===== src/rtl/uart_rx_pkg.sv =====
package uart_rx_pkg;

  typedef enum logic [1:0] {
    RX_IDLE  = 2'd0,
    RX_START = 2'd1,
    RX_BITS  = 2'd2,
    RX_STOP  = 2'd3
  } rx_state_e;

  function automatic logic maj3(input logic a, input logic b, input logic c);
    return (a & b) | (a & c) | (b & c);
  endfunction

endpackage


===== src/rtl/uart_rx_sync.sv =====
module uart_rx_sync #(
  parameter int STAGES = 2
) (
  input  logic clk_i,
  input  logic rst_ni,
  input  logic d_i,
  output logic q_o
);
  logic [STAGES-1:0] pipe_q;

  always_ff @(posedge clk_i or negedge rst_ni) begin
    if (!rst_ni) pipe_q <= '1;
    else         pipe_q <= {pipe_q[STAGES-2:0], d_i};
  end

  assign q_o = pipe_q[STAGES-1];
endmodule


===== src/rtl/uart_rx_frame.sv =====
module uart_rx_frame
  import uart_rx_pkg::*;
#(
  parameter int DATA_W = 8,
  parameter int OSR    = 16
) (
  input  logic              clk_i,
  input  logic              rst_ni,
  input  logic              tick_i,
  input  logic              rxd_i,
  input  logic              frame9_i,
  output logic              done_o,
  output logic [DATA_W-1:0] data_o,
  output logic              b9_o,
  output logic              stop_ok_o,
  output logic              fr9_o
);
  localparam int CNT_W = $clog2(OSR);
  localparam int IDX_W = $clog2(DATA_W + 1);
  localparam int MID   = OSR / 2;
  localparam logic [CNT_W-1:0] SMP_A = CNT_W'(MID - 1);
  localparam logic [CNT_W-1:0] SMP_B = CNT_W'(MID);
  localparam logic [CNT_W-1:0] SMP_C = CNT_W'(MID + 1);
  localparam logic [CNT_W-1:0] CELL_END = CNT_W'(OSR - 1);

  rx_state_e         state_q;
  logic [CNT_W-1:0]  cnt_q;
  logic [IDX_W-1:0]  idx_q;
  logic [1:0]        smp_q;
  logic [DATA_W:0]   shreg_q;
  logic              fr9_q;
  logic              stop_q;
  logic              done_q;
  logic              vote;
  logic [IDX_W-1:0]  last_idx;

  assign vote     = maj3(smp_q[0], smp_q[1], rxd_i);
  assign last_idx = fr9_q ? IDX_W'(DATA_W) : IDX_W'(DATA_W - 1);

  always_ff @(posedge clk_i or negedge rst_ni) begin
    if (!rst_ni) begin
      state_q <= RX_IDLE;
      cnt_q   <= '0;
      idx_q   <= '0;
      smp_q   <= '0;
      shreg_q <= '0;
      fr9_q   <= 1'b0;
      stop_q  <= 1'b0;
      done_q  <= 1'b0;
    end else begin
      done_q <= 1'b0;
      if (tick_i) begin
        if (state_q == RX_IDLE) begin
          if (!rxd_i) begin
            state_q <= RX_START;
            cnt_q   <= CNT_W'(1);
            fr9_q   <= frame9_i;
          end
        end else begin
          cnt_q <= (cnt_q == CELL_END) ? '0 : cnt_q + CNT_W'(1);
          if (cnt_q == SMP_A) smp_q[0] <= rxd_i;
          if (cnt_q == SMP_B) smp_q[1] <= rxd_i;
          if (cnt_q == SMP_C) begin
            unique case (state_q)
              RX_START: if (vote) state_q <= RX_IDLE;
              RX_BITS:  shreg_q[idx_q] <= vote;
              RX_STOP: begin
                stop_q  <= vote;
                done_q  <= 1'b1;
                state_q <= RX_IDLE;
              end
              default: ;
            endcase
          end
          if (cnt_q == CELL_END) begin
            if (state_q == RX_START) begin
              state_q <= RX_BITS;
              idx_q   <= '0;
            end else if (state_q == RX_BITS) begin
              if (idx_q == last_idx) state_q <= RX_STOP;
              else                   idx_q   <= idx_q + IDX_W'(1);
            end
          end
        end
      end
    end
  end

  assign done_o    = done_q;
  assign data_o    = shreg_q[DATA_W-1:0];
  assign b9_o      = fr9_q ? shreg_q[DATA_W] : stop_q;
  assign stop_ok_o = stop_q;
  assign fr9_o     = fr9_q;
endmodule


===== src/rtl/uart_rx_addr_filter.sv =====
module uart_rx_addr_filter #(
  parameter int DATA_W = 8
) (
  input  logic [DATA_W-1:0] data_i,
  input  logic              b9_i,
  input  logic              fr9_i,
  input  logic              mp_en_i,
  input  logic [DATA_W-1:0] addr_i,
  input  logic [DATA_W-1:0] mask_i,
  output logic              accept_o
);
  logic [DATA_W-1:0] given_ok;
  logic [DATA_W-1:0] bcast_ok;

  for (genvar i = 0; i < DATA_W; i++) begin : g_bit
    assign given_ok[i] = !mask_i[i] || (data_i[i] == addr_i[i]);
    assign bcast_ok[i] = !(addr_i[i] | mask_i[i]) || data_i[i];
  end

  assign accept_o = !(fr9_i && mp_en_i) || (b9_i && ((&given_ok) || (&bcast_ok)));
endmodule


===== src/rtl/uart_addr_rx.sv =====
module uart_addr_rx #(
  parameter int DATA_W      = 8,
  parameter int OSR         = 16,
  parameter int SYNC_STAGES = 2
) (
  input  logic              clk_i,
  input  logic              rst_ni,
  input  logic              rxd_i,
  input  logic              tick16_i,
  input  logic              mp_en_i,
  input  logic [DATA_W-1:0] own_addr_i,
  input  logic [DATA_W-1:0] addr_mask_i,
  input  logic              ctl_top_we_i,
  input  logic              ctl_top_d_i,
  input  logic              fe_view_i,
  input  logic              ri_clr_i,
  output logic [DATA_W-1:0] rx_data_o,
  output logic              rx_bit9_o,
  output logic              ri_o,
  output logic              fe_o,
  output logic              ctl_top_q_o
);
  logic              rxd_s;
  logic              done;
  logic [DATA_W-1:0] f_data;
  logic              f_b9;
  logic              f_stop;
  logic              fr9_lat;
  logic              accept;

  logic              frame9_q;
  logic              fe_q;
  logic              ri_q;
  logic [DATA_W-1:0] data_q;
  logic              b9_q;

  uart_rx_sync #(.STAGES(SYNC_STAGES)) u_sync (
    .clk_i (clk_i),
    .rst_ni(rst_ni),
    .d_i   (rxd_i),
    .q_o   (rxd_s)
  );

  uart_rx_frame #(.DATA_W(DATA_W), .OSR(OSR)) u_frame (
    .clk_i    (clk_i),
    .rst_ni   (rst_ni),
    .tick_i   (tick16_i),
    .rxd_i    (rxd_s),
    .frame9_i (frame9_q),
    .done_o   (done),
    .data_o   (f_data),
    .b9_o     (f_b9),
    .stop_ok_o(f_stop),
    .fr9_o    (fr9_lat)
  );

  uart_rx_addr_filter #(.DATA_W(DATA_W)) u_filt (
    .data_i  (f_data),
    .b9_i    (f_b9),
    .fr9_i   (fr9_lat),
    .mp_en_i (mp_en_i),
    .addr_i  (own_addr_i),
    .mask_i  (addr_mask_i),
    .accept_o(accept)
  );

  always_ff @(posedge clk_i or negedge rst_ni) begin
    if (!rst_ni) begin
      frame9_q <= 1'b0;
      fe_q     <= 1'b0;
      ri_q     <= 1'b0;
      data_q   <= '0;
      b9_q     <= 1'b0;
    end else begin
      if (ctl_top_we_i) begin
        if (fe_view_i) fe_q     <= ctl_top_d_i;
        else           frame9_q <= ctl_top_d_i;
      end
      // hardware set wins over a same-cycle software write
      if (done && !f_stop) fe_q <= 1'b1;
      if (ri_clr_i) ri_q <= 1'b0;
      if (done && accept) begin
        ri_q   <= 1'b1;
        data_q <= f_data;
        b9_q   <= f_b9;
      end
    end
  end

  assign rx_data_o   = data_q;
  assign rx_bit9_o   = b9_q;
  assign ri_o        = ri_q;
  assign fe_o        = fe_q;
  assign ctl_top_q_o = fe_view_i ? fe_q : frame9_q;
endmodule


===== config.mk =====
export PLATFORM = sky130hd
export DESIGN_NAME = uart_addr_rx
export DESIGN_NICKNAME = d
export VERILOG_FILES = /design/src/rtl/uart_rx_pkg.sv /design/src/rtl/uart_rx_sync.sv /design/src/rtl/uart_rx_frame.sv /design/src/rtl/uart_rx_addr_filter.sv /design/src/rtl/uart_addr_rx.sv
export SDC_FILE = /design/constraint.sdc
export NUM_CORES = 1
export LEC_CHECK = 0
export CORE_AREA = 2 2 74 58
export DETAILED_ROUTE_END_ITERATION = 10
export DIE_AREA = 0 0 76 60
export DONT_BUFFER_PORTS = 1
export HOLD_SLACK_MARGIN = 0.03
export PLACE_DENSITY = 0.73
export RECOVER_POWER = 100
export SYNTH_ARGS = -nofsm -noshare
export SYNTH_HDL_FRONTEND = slang
export SYNTH_SLANG_ARGS = --single-unit

===== constraint.sdc =====
create_clock -name clk_i -period 5.9 [get_ports clk_i]
set_input_delay 0.885 -clock clk_i [delete_from_list [all_inputs] [get_ports clk_i]]
set_output_delay 0.885 -clock clk_i [all_outputs]
set_load 0.02 [all_outputs]

=== Word-level counts from Yosys, hierarchy flattened ===
Cells that the tools add are included.

* Output and inout port bits: 12
* Input port bits: 25
* Word-level logic and storage cells: 140
* Register bits after elaboration: 38

* Order comparisons: 2
* Add/sub/neg operators: 2
* Reductions and logical operators: 57
* Bitwise operators: 16
* Muxes and demuxes: 30
* Eq/ne operators: 18

{| class="wikitable"
|+ Operator list
! operator !! number
|-
| $mux W4 || 7
|-
| $logic_not A1 Y1 || 18
|-
| $logic_or A1 B1 Y1 || 18
|-
| $mux W2 || 8
|-
| $reduce_and A8 Y1 || 2
|-
| $eq A4 B4 Y1 const B || 3
|-
| $mux W1 || 12
|-
| $or A1 B1 Y1 || 10
|-
| $bwmux W9 || 1
|-
| $reduce_and A3 Y1 || 3
|-
| $add A4 B1 Y4 const B || 2
|-
| $eq A1 B1 Y1 || 8
|-
| $reduce_and A4 Y1 || 2
|-
| $reduce_bool A2 Y1 || 4
|-
| $reduce_and A2 Y1 || 3
|-
| $logic_and A1 B1 Y1 || 5
|-
| $lt A4 B5 Y1 const B || 1
|-
| $reduce_and A5 Y1 || 1
|-
| $demux W1 S4 || 1
|-
| $eq A2 B2 Y1 const B || 2
|-
| $eq A4 B3 Y1 const B || 1
|-
| $eq A4 B4 Y1 || 1
|-
| $ge A4 B1 Y1 const B || 1
|-
| $pmux W2 S2 || 1
|-
| other kinds (6) || 10
|}

=== Logic depth before layout (Yosys ltp) ===
Gate-level depths: netlist of run 1.

* Word-level depth: 11
* Depth in mapped cells: 7
* Gate-level depth less buffers: 7

=== Hierarchy ===
From an unflattened synthesis of run 1, not the netlist that was laid out.

* Cell total of the unflattened synthesis: 202
* Area total of the unflattened synthesis: 2189.6 µm²

{| class="wikitable"
|+ By module, submodules not included
! module !! seq. area each (µm²) !! cells each !! times used !! area each (µm²)
|-
| uart_rx_frame || 600.6 || 141 || 1 || 1467.7
|-
| uart_addr_rx || 300.3 || 31 || 1 || 474.2
|-
| uart_rx_addr_filter || 0.0 || 28 || 1 || 195.2
|-
| uart_rx_sync || 52.6 || 2 || 1 || 52.6
|}

=== Worst setup path before layout of run 1 ===
OpenSTA, ideal clock, no wires.

* Path kind: input port to output port
* From: input port fe_view_i
* To: output port ctl_top_q_o
* Stages on the path: 1
* Data required time: 5.015 ns
* Data arrival time: 1.250 ns
* Setup slack: 3.765 ns
* Cells stage by stage: mux2_2

* Cells in the longest elaborated chain, start to end: 1

{| class="wikitable"
|+ RTL lines
! item !! RTL line !! text
|-
| from (decl) || uart_addr_rx.sv:15 || <nowiki>input logic fe_view_i,</nowiki>
|-
| $mux W1 || uart_addr_rx.sv:94 || <nowiki>assign ctl_top_q_o = fe_view_i ? fe_q : frame9_q;</nowiki>
|-
| to (decl) || uart_addr_rx.sv:21 || <nowiki>output logic ctl_top_q_o</nowiki>
|}

No other way between the ends.

=== Worst setup path after layout of run 1 ===
* From: input port own_addr_i[1]
* To: register data_q[0] (netlist: rx_data_o[0])

* Cells in the longest elaborated chain, start to end: 8

{| class="wikitable"
|+ RTL lines
! item !! RTL line !! text
|-
| from (decl) || uart_addr_rx.sv:11 || <nowiki>input logic [DATA_W-1:0] own_addr_i,</nowiki>
|-
| $or A1 B1 Y1 || uart_rx_addr_filter.sv:17 || <nowiki>assign bcast_ok[i] = !(addr_i[i] | mask_i[i]) || data_i[i];</nowiki>
|-
| $logic_not A1 Y1 || uart_rx_addr_filter.sv:17 ||
|-
| $logic_or A1 B1 Y1 || uart_rx_addr_filter.sv:17 ||
|-
| $reduce_and A8 Y1 || uart_rx_addr_filter.sv:20 || <nowiki>assign accept_o = !(fr9_i && mp_en_i) || (b9_i && ((&given_ok) || (&bcast_ok)));</nowiki>
|-
| $logic_or A1 B1 Y1 (*) || uart_rx_addr_filter.sv:20 ||
|-
| $logic_and A1 B1 Y1 (*) || uart_rx_addr_filter.sv:20 ||
|-
| $logic_or A1 B1 Y1 (*) || uart_rx_addr_filter.sv:20 ||
|-
| $logic_and A1 B1 Y1 (*) || uart_addr_rx.sv:82 || <nowiki>if (done && accept) begin</nowiki>
|-
| to (signal assigned) || uart_addr_rx.sv:84 || <nowiki>data_q <= f_data;</nowiki>
|-
| to (decl) || uart_addr_rx.sv:34 || <nowiki>logic [DATA_W-1:0] data_q;</nowiki>
|}

Every way passes the cells marked *; elsewhere a longest branch is shown, timed or not.
A chain may end at the register's enable or synchronous reset.

==> metrics.txt, run 1 <==
CP required=just over 6 ns; fillers=324; Setup crit start kind=input port; worst setup path startpoint=own_addr_i[1]; CP top delay family=simple AND/OR/NAND/NOR gates; Clock Latency Late Sink=0.29 ns; vias per cell=5.864; total grt overflow=0; GP Congestion=0.8279; worst path cell trace=o21bai_1 -> o2111ai_1 -> nor3_1 -> a221oi_1 -> o311ai_0; DRT antenna net count=0; post-synthesis mux area share=0.09057; worst slack, placed=3.460 ns; Setup Fix Bufs, Post-CTS=0; cell taking the most area after synthesis=dfrtp_1; Fin. Hold Viols=0; Multi-input gate area=around 1300 um^2; top post-synthesis cells by count=dfrtp_1 (36), nand2_1 (32), nor2_1 (26); Post-Syn Nets=276; Max VDD drop=184.9 uV; worst path bufs/invs=0; Boundary Pins=37; post-DP HPWL=3.207 mm; Slew @ Worst Pin=1.615 ns; top cells by area, synth=dfrtp_1 (39%), ha_1 (5.9%), nand2_1 (5.2%); worst hold margin=0.2785 ns; row count=20; first-pass GRT wire length=7.438 mm; vias in the first global route=1,545; WP data arrival=2.90 ns; # DRC=0; final-report max-slew violation count=19; via count=1,730; Worst Setup End Kind=register; final net count=275; CTS Buffer Depth=2; H-tree levels=2; sum of negative setup slack=0 ns; period utilisation layout=0.4614; CTS tree=done; die area=approximately 4600 um^2; failing checks=capacitance limit, slew limit; TritonCTS Buffers=5; Mapped Area=2321 um^2; post-synthesis compound-gate area fraction=0.1509; Max Clock Skew=0.009495 ns; post-layout utilization of the core=0.6223; final setup violation count=0; Placed Cells=287; fin crit period=2.722 ns; Post-Synth XOR/XNOR Area=0.04151; die height=60 um; initial antenna violation count=0; sequential area share after synthesis=0.4108; drt pass-1 iters=4; count of input and output buffers=0; Worst slew margin=-0.08517; Distinct cells, synth=between 40 and 50; Tot GR Track Use=0.2085; Initial Utilization=0.5984; power density cells=roughly 260 nW/um^2; Final WS setup=3.178 ns; Storage cell area=953.4 um^2; CTS hold repair buffers=0; Yosys Warn Count=0; post-DR wirelength/cell=14.96 um; largest net degree at the start of global routing=39; drt first-iter violations=156; Adder-Cell Fraction of Synth Area=0.06361; crit-path max FO=18; Synth top area share=0.3881; syn_area_per_cell=between 9 and 10 um^2; largest family of logic cells by synthesized area=simple AND/OR/NAND/NOR gates; RSZ-0062 raised after global routing=false; cts repair resizes=0; Worst path slowest cell=nor3_1; Area Overhead vs Synth=3.989%; Worst-path clk slew=0.08 ns; Post-synth EDFFs=0; Post-Route WL=4.414 mm; number of synthesized register bits=38; status=finished, violations left; Fmax=367.3 MHz; Root Driver=clkbuf_8; Pleak=1.105 nW; Synth async-reset ratio=1.000; reg-to-reg startpoint=u_frame.shreg_q[0]; Die W=76 um; main flop type after synthesis=dfrtp_1; Placeable Area=3879 um^2; post-synthesis simple-gate area fraction=0.2108; Cells after Synth=240; delay of the slowest critical-path stage=~1.3 ns; count leader, synth=dfrtp_1; maxcap violations=1; Tightest Hold Check Type=input port to asynchronous set/reset pin; ant diodes=0; Setup CP Type=input port to register; Clock Sinks=38; share of layout cells above drive strength 1=0.07917; Non-Filler Instances=approximately 300
[cell usage in the layout, fill, tap and decap left out, drive strengths merged, types with 7 or more instances in the layout]
cell type   n
xor2       10
nand2      32
a21oi       7
dfrtp      36
o21ai       7
nor2       26
and2        8
ha         11
mux2       15
inv        10
a221oi      8
o311ai      8
[worst paths after layout]
kind / endpoint / slack, ns / cells past startpoint
worst max register to register: rx_data_o[0] / 3.31 / 5
min in group clk_i: u_sync.pipe_q[1] / 0.36 / 0
worst max-delay path: rx_data_o[0] / 3.18 / 5
worst min register to register: u_sync.pipe_q[1] / 0.36 / 0
max in group asynchronous: u_sync.pipe_q[1] / 5.45 / 0
worst min-delay path: rx_data_o[6] / 0.28 / 0
[per-stage QoR]
stage | cell area (um^2) | total power [mW]
finish | 2414 | 0.6295
global route | 2414 | 0.6741
CTS | 2449 | 0.6371
detailed placement | 2354 | 0.4493
global placement | 2354 | 0.4492
floorplan | 2321 | 0.4276
[final cells by class]
| class | instances | area share |
|---|---|---|
| multi-input cells | 184 | 0.5215 |
| flip-flops and latches | 38 | 0.3950 |
| clock buffers | 6 | 0.03421 |
| well taps | 55 | 0.02851 |
| inverters | 10 | 0.01555 |
| clock inverters | 2 | 0.005184 |
[where the power goes]
part           switching (mW)  internal [mW]  leakage (nW)
Combinational          0.0677         0.0563         0.548
Clock                  0.0920         0.0939        0.0472
Sequential             0.0347          0.285         0.510
[layer usage]
metal	share of wire	vias to the layer above	GRT usage
met1	0.51	825	0.3035
met4	0.011	0	0.07013
li1	-	856	-
met5	0	-	0
met2	0.43	44	0.3036
met3	0.058	5	0.05740
[flip-flops by register name, indices dropped and copies added (netlist names), 2 cells and up]
name,cells
rx_data_o,8
u_frame.cnt_q,4
u_frame.idx_q,4
u_frame.shreg_q,9
u_frame.smp_q,2
u_frame.state_q,2
u_sync.pipe_q,2
[cell families after synthesis]
group / count (synthesis)
AOI/OAI and AO/OA: 48
muxes: 18
and+or+nand+nor: 95
adders and majority gates: 12
xor gates and xnor gates: 11
DFF: 38
buffers and inverters: 18
No activity file was read; power rests on OpenSTA's default activity.
==> run 2: changes to the inputs <==
ABC_AREA = 1   (was not set)
CORE_AREA = 2 2 72 57   (was 2 2 74 58)
DIE_AREA = 0 0 74 59   (was 0 0 76 60)
PLACE_DENSITY = 0.71   (was 0.73)
clock period = 2.8 ns   (was 5.9 ns; I/O delays follow)
==> metrics.txt, run 2 <==
status=complete, no violations (was finished, violations left); total power=1.675 mW (was 0.6295 mW); crit-path max FO=9 (was 18); TritonCTS Buffers=5 (unchanged); fillers=297 (was 324); vias in the first global route=1,545 (unchanged); share of layout cells above drive strength 1=0.08333 (was 0.07917); GP Congestion=0.8720 (was 0.8279); Root Driver=clkbuf_8 (unchanged); max reg flops=9 (unchanged); CTS tree=done (unchanged); syn_area_per_cell=7.749 um^2 (was 9.671 um^2); Area Overhead vs Synth=7.118% (was 3.989%); Tightest Hold Check Type=input port to register (was input port to asynchronous set/reset pin); period utilisation layout=0.7137; Tot GR Track Use=0.2217 (was 0.2085); Max VDD drop=502.9 uV (was 184.9 uV); drt first-iter violations=115 (was 156); initial antenna violation count=0 (unchanged); Fin. Hold Viols=0 (unchanged); first-pass GRT wire length=7.189 mm (was 7.438 mm); Synth async-reset ratio=1.000 (unchanged); Initial Utilization=0.6023 (was 0.5984); main flop type after synthesis=dfrtp_1 (unchanged); Post-Route WL=4.318 mm (was 4.414 mm); commonest non-fill, non-tap cell in the layout=nand2_1 (was dfrtp_1); CTS Buffer Depth=2 (unchanged); reg2reg end=u_frame.shreg_q[7] (was rx_data_o[0]); power density cells=723.2 nW/um^2 (was 260.8 nW/um^2); Max Clock Skew=0.006555 ns (was 0.009495 ns); Distinct cells, synth=28 (was 46); count of input and output buffers=0 (unchanged); maxcap violations=0 (was 1); Post-Syn Nets=315 (was 276); Clock Sinks=38 (unchanged); Pleak=1.196 nW (was 1.105 nW); post-DP HPWL=3.291 mm (was 3.207 mm); Placeable Area=3590 um^2 (was 3879 um^2); WP data arrival=2.17 ns (was 2.90 ns); final setup violation count=0 (unchanged); die area=4366 um^2 (was 4560 um^2); ant diodes=0 (unchanged); vias per cell=5.191 (was 5.864); Setup crit start kind=register (was input port); Hold Startpoint=rxd_i; hold path cells=0; hold path endpoint=u_sync.pipe_q[0]; # DRC=0 (unchanged); largest reg by FF count=u_frame.shreg_q (unchanged); Die W=74 um (was 76 um); DRT antenna net count=0 (unchanged); Final WS setup=0.8017 ns (was 3.178 ns); post-DR wirelength/cell=12.70 um (was 14.96 um); Post-synth EDFFs=0 (unchanged); Worst Setup End Kind=register (unchanged); Clock Latency Late Sink=0.29 ns (about the same); final-report max-slew violation count=0 (was 19); CP required=2.97 ns (was 6.07 ns); reg-to-reg startpoint=u_frame.cnt_q[1] (was u_frame.shreg_q[0]); die height=59 um (was 60 um); Worst-path clk slew=0.08 ns (about the same); count leader, synth=nand2_1 (was dfrtp_1); r2r worst-path depth=8 (was 5); H-tree levels=2 (unchanged); largest net degree at the start of global routing=39 (unchanged); Synth top area share=0.4167 (was 0.3881); total grt overflow=0 (unchanged); Fmax=500.4 MHz; Yosys Warn Count=0 (unchanged); sum of negative setup slack=0 ns (unchanged); worst slack, placed=1.109 ns (was 3.460 ns); row count=19 (was 20); post-layout utilization of the core=0.6452 (was 0.6223); Worst slew margin=0.4837 (was -0.08517); number of synthesized register bits=38 (unchanged); Mapped Area=2162 um^2 (was 2321 um^2); Non-Filler Instances=340 (was 295); Slew @ Worst Pin=0.7727 ns (was 1.615 ns); Boundary Pins=37 (unchanged); RSZ-0062 raised after global routing=false (unchanged); Placed Cells=330 (was 287); FF-to-FF setup slack=0.80 ns (was 3.31 ns); cts repair resizes=0 (unchanged); commonest cells after routing, fill and taps aside=nand2_1 (85), inv_1 (37), dfrtp_1 (36) (was dfrtp_1 (36), nand2_1 (32), nor2_1 (26)); final net count=323 (was 275); Cells after Synth=279 (was 240); Setup CP Type=register to register (was input port to register); drt pass-1 iters=4 (unchanged); cell taking the most area after synthesis=dfrtp_1 (unchanged); sequential area share after synthesis=0.4410 (was 0.4108); top post-synthesis cells by count=nand2_1 (83), dfrtp_1 (36), inv_1 (36) (was dfrtp_1 (36), nand2_1 (32), nor2_1 (26)); via count=1,765 (was 1,730); fin crit period=1.998 ns; top cells by area, synth=dfrtp_1 (42%), nand2_1 (14%), nand3_1 (7.9%) (was dfrtp_1 (39%), ha_1 (5.9%), nand2_1 (5.2%))
-- run 2: area by class of cell --
cell class                      count  area [um^2]  share of cell area
Multi-Input combinational cell    197         1007              0.4349
Sequential cell                    38        953.4              0.4117
Inverter                           42        157.7             0.06807
Clock buffer                        6        82.58             0.03566
Tap cell                           52        65.06             0.02809
Timing Repair Buffer                3        37.54             0.01621
Clock inverter                      2        12.51            0.005402
-- run 2: worst max path at each step --
stage	endpoint	start	cells past startpoint	slack [ns]
global placement	u_frame.idx_q[2]	u_frame.state_q[0]	9	1.18
global route	u_frame.shreg_q[8]	u_frame.cnt_q[1]	8	0.57
detailed placement	u_frame.idx_q[0]	u_frame.state_q[0]	9	1.11
floorplan	u_frame.idx_q[2]	u_frame.state_q[0]	9	1.29
finish	u_frame.shreg_q[7]	u_frame.cnt_q[1]	8	0.80
CTS	u_frame.idx_q[0]	u_frame.state_q[0]	9	1.10
-- run 2: power by group --
part / switching, mW / internal [mW]
registers: 0.108 / 0.642
logic: 0.341 / 0.192
clock network: 0.194 / 0.198
-- run 2: timing repair --
item / 4_1_cts / 5_1_grt
endpoints found under the setup margin: 0 / 0
hold endpoints to repair: 38 / 0
hold buffers: 2 / 0
buffers inserted: 0 / 0
-- run 2: through the flow --
step | area [um^2] | hold slack (ns)
6_report | 2316 | 0.1256
4_1_cts | 2345 | 0.1141
5_1_grt | 2316 | 0.1053
3_5_place_dp | 2220 | 0.1255
2_1_floorplan | 2162 | 0.1244
3_3_place_gp | 2220 | 0.1251
-- run 2: cells by family after synthesis --
family	after synthesis	share of synthesized area
AO/OA/AOI/OAI	43	0.1082
AND/OR/NAND/NOR	141	0.2992
flip-flops	38	0.4410
buffers and inverters	44	0.07986
XOR/XNOR	2	0.008103
adder cells (fa/ha/maj)	11	0.06366
-- run 2: per-layer routing --
layer	track usage	vias to the layer above	part of all wire
li1	-	914	-
met1	0.3656	805	0.53
met2	0.2844	40	0.40
met3	0.05272	6	0.060
met4	0.06234	0	0.011
met5	0	-	0
-- run 2: worst max-delay path, stage by stage (launching register included) --
cell     delay, ns
dfrtp_1       0.41
inv_1         0.11
ha_1          0.14
nor3b_1       0.64
nand2_4       0.14
nor2_8        0.18
nand3_1       0.12
nand2_1       0.08
o21ai_0       0.08
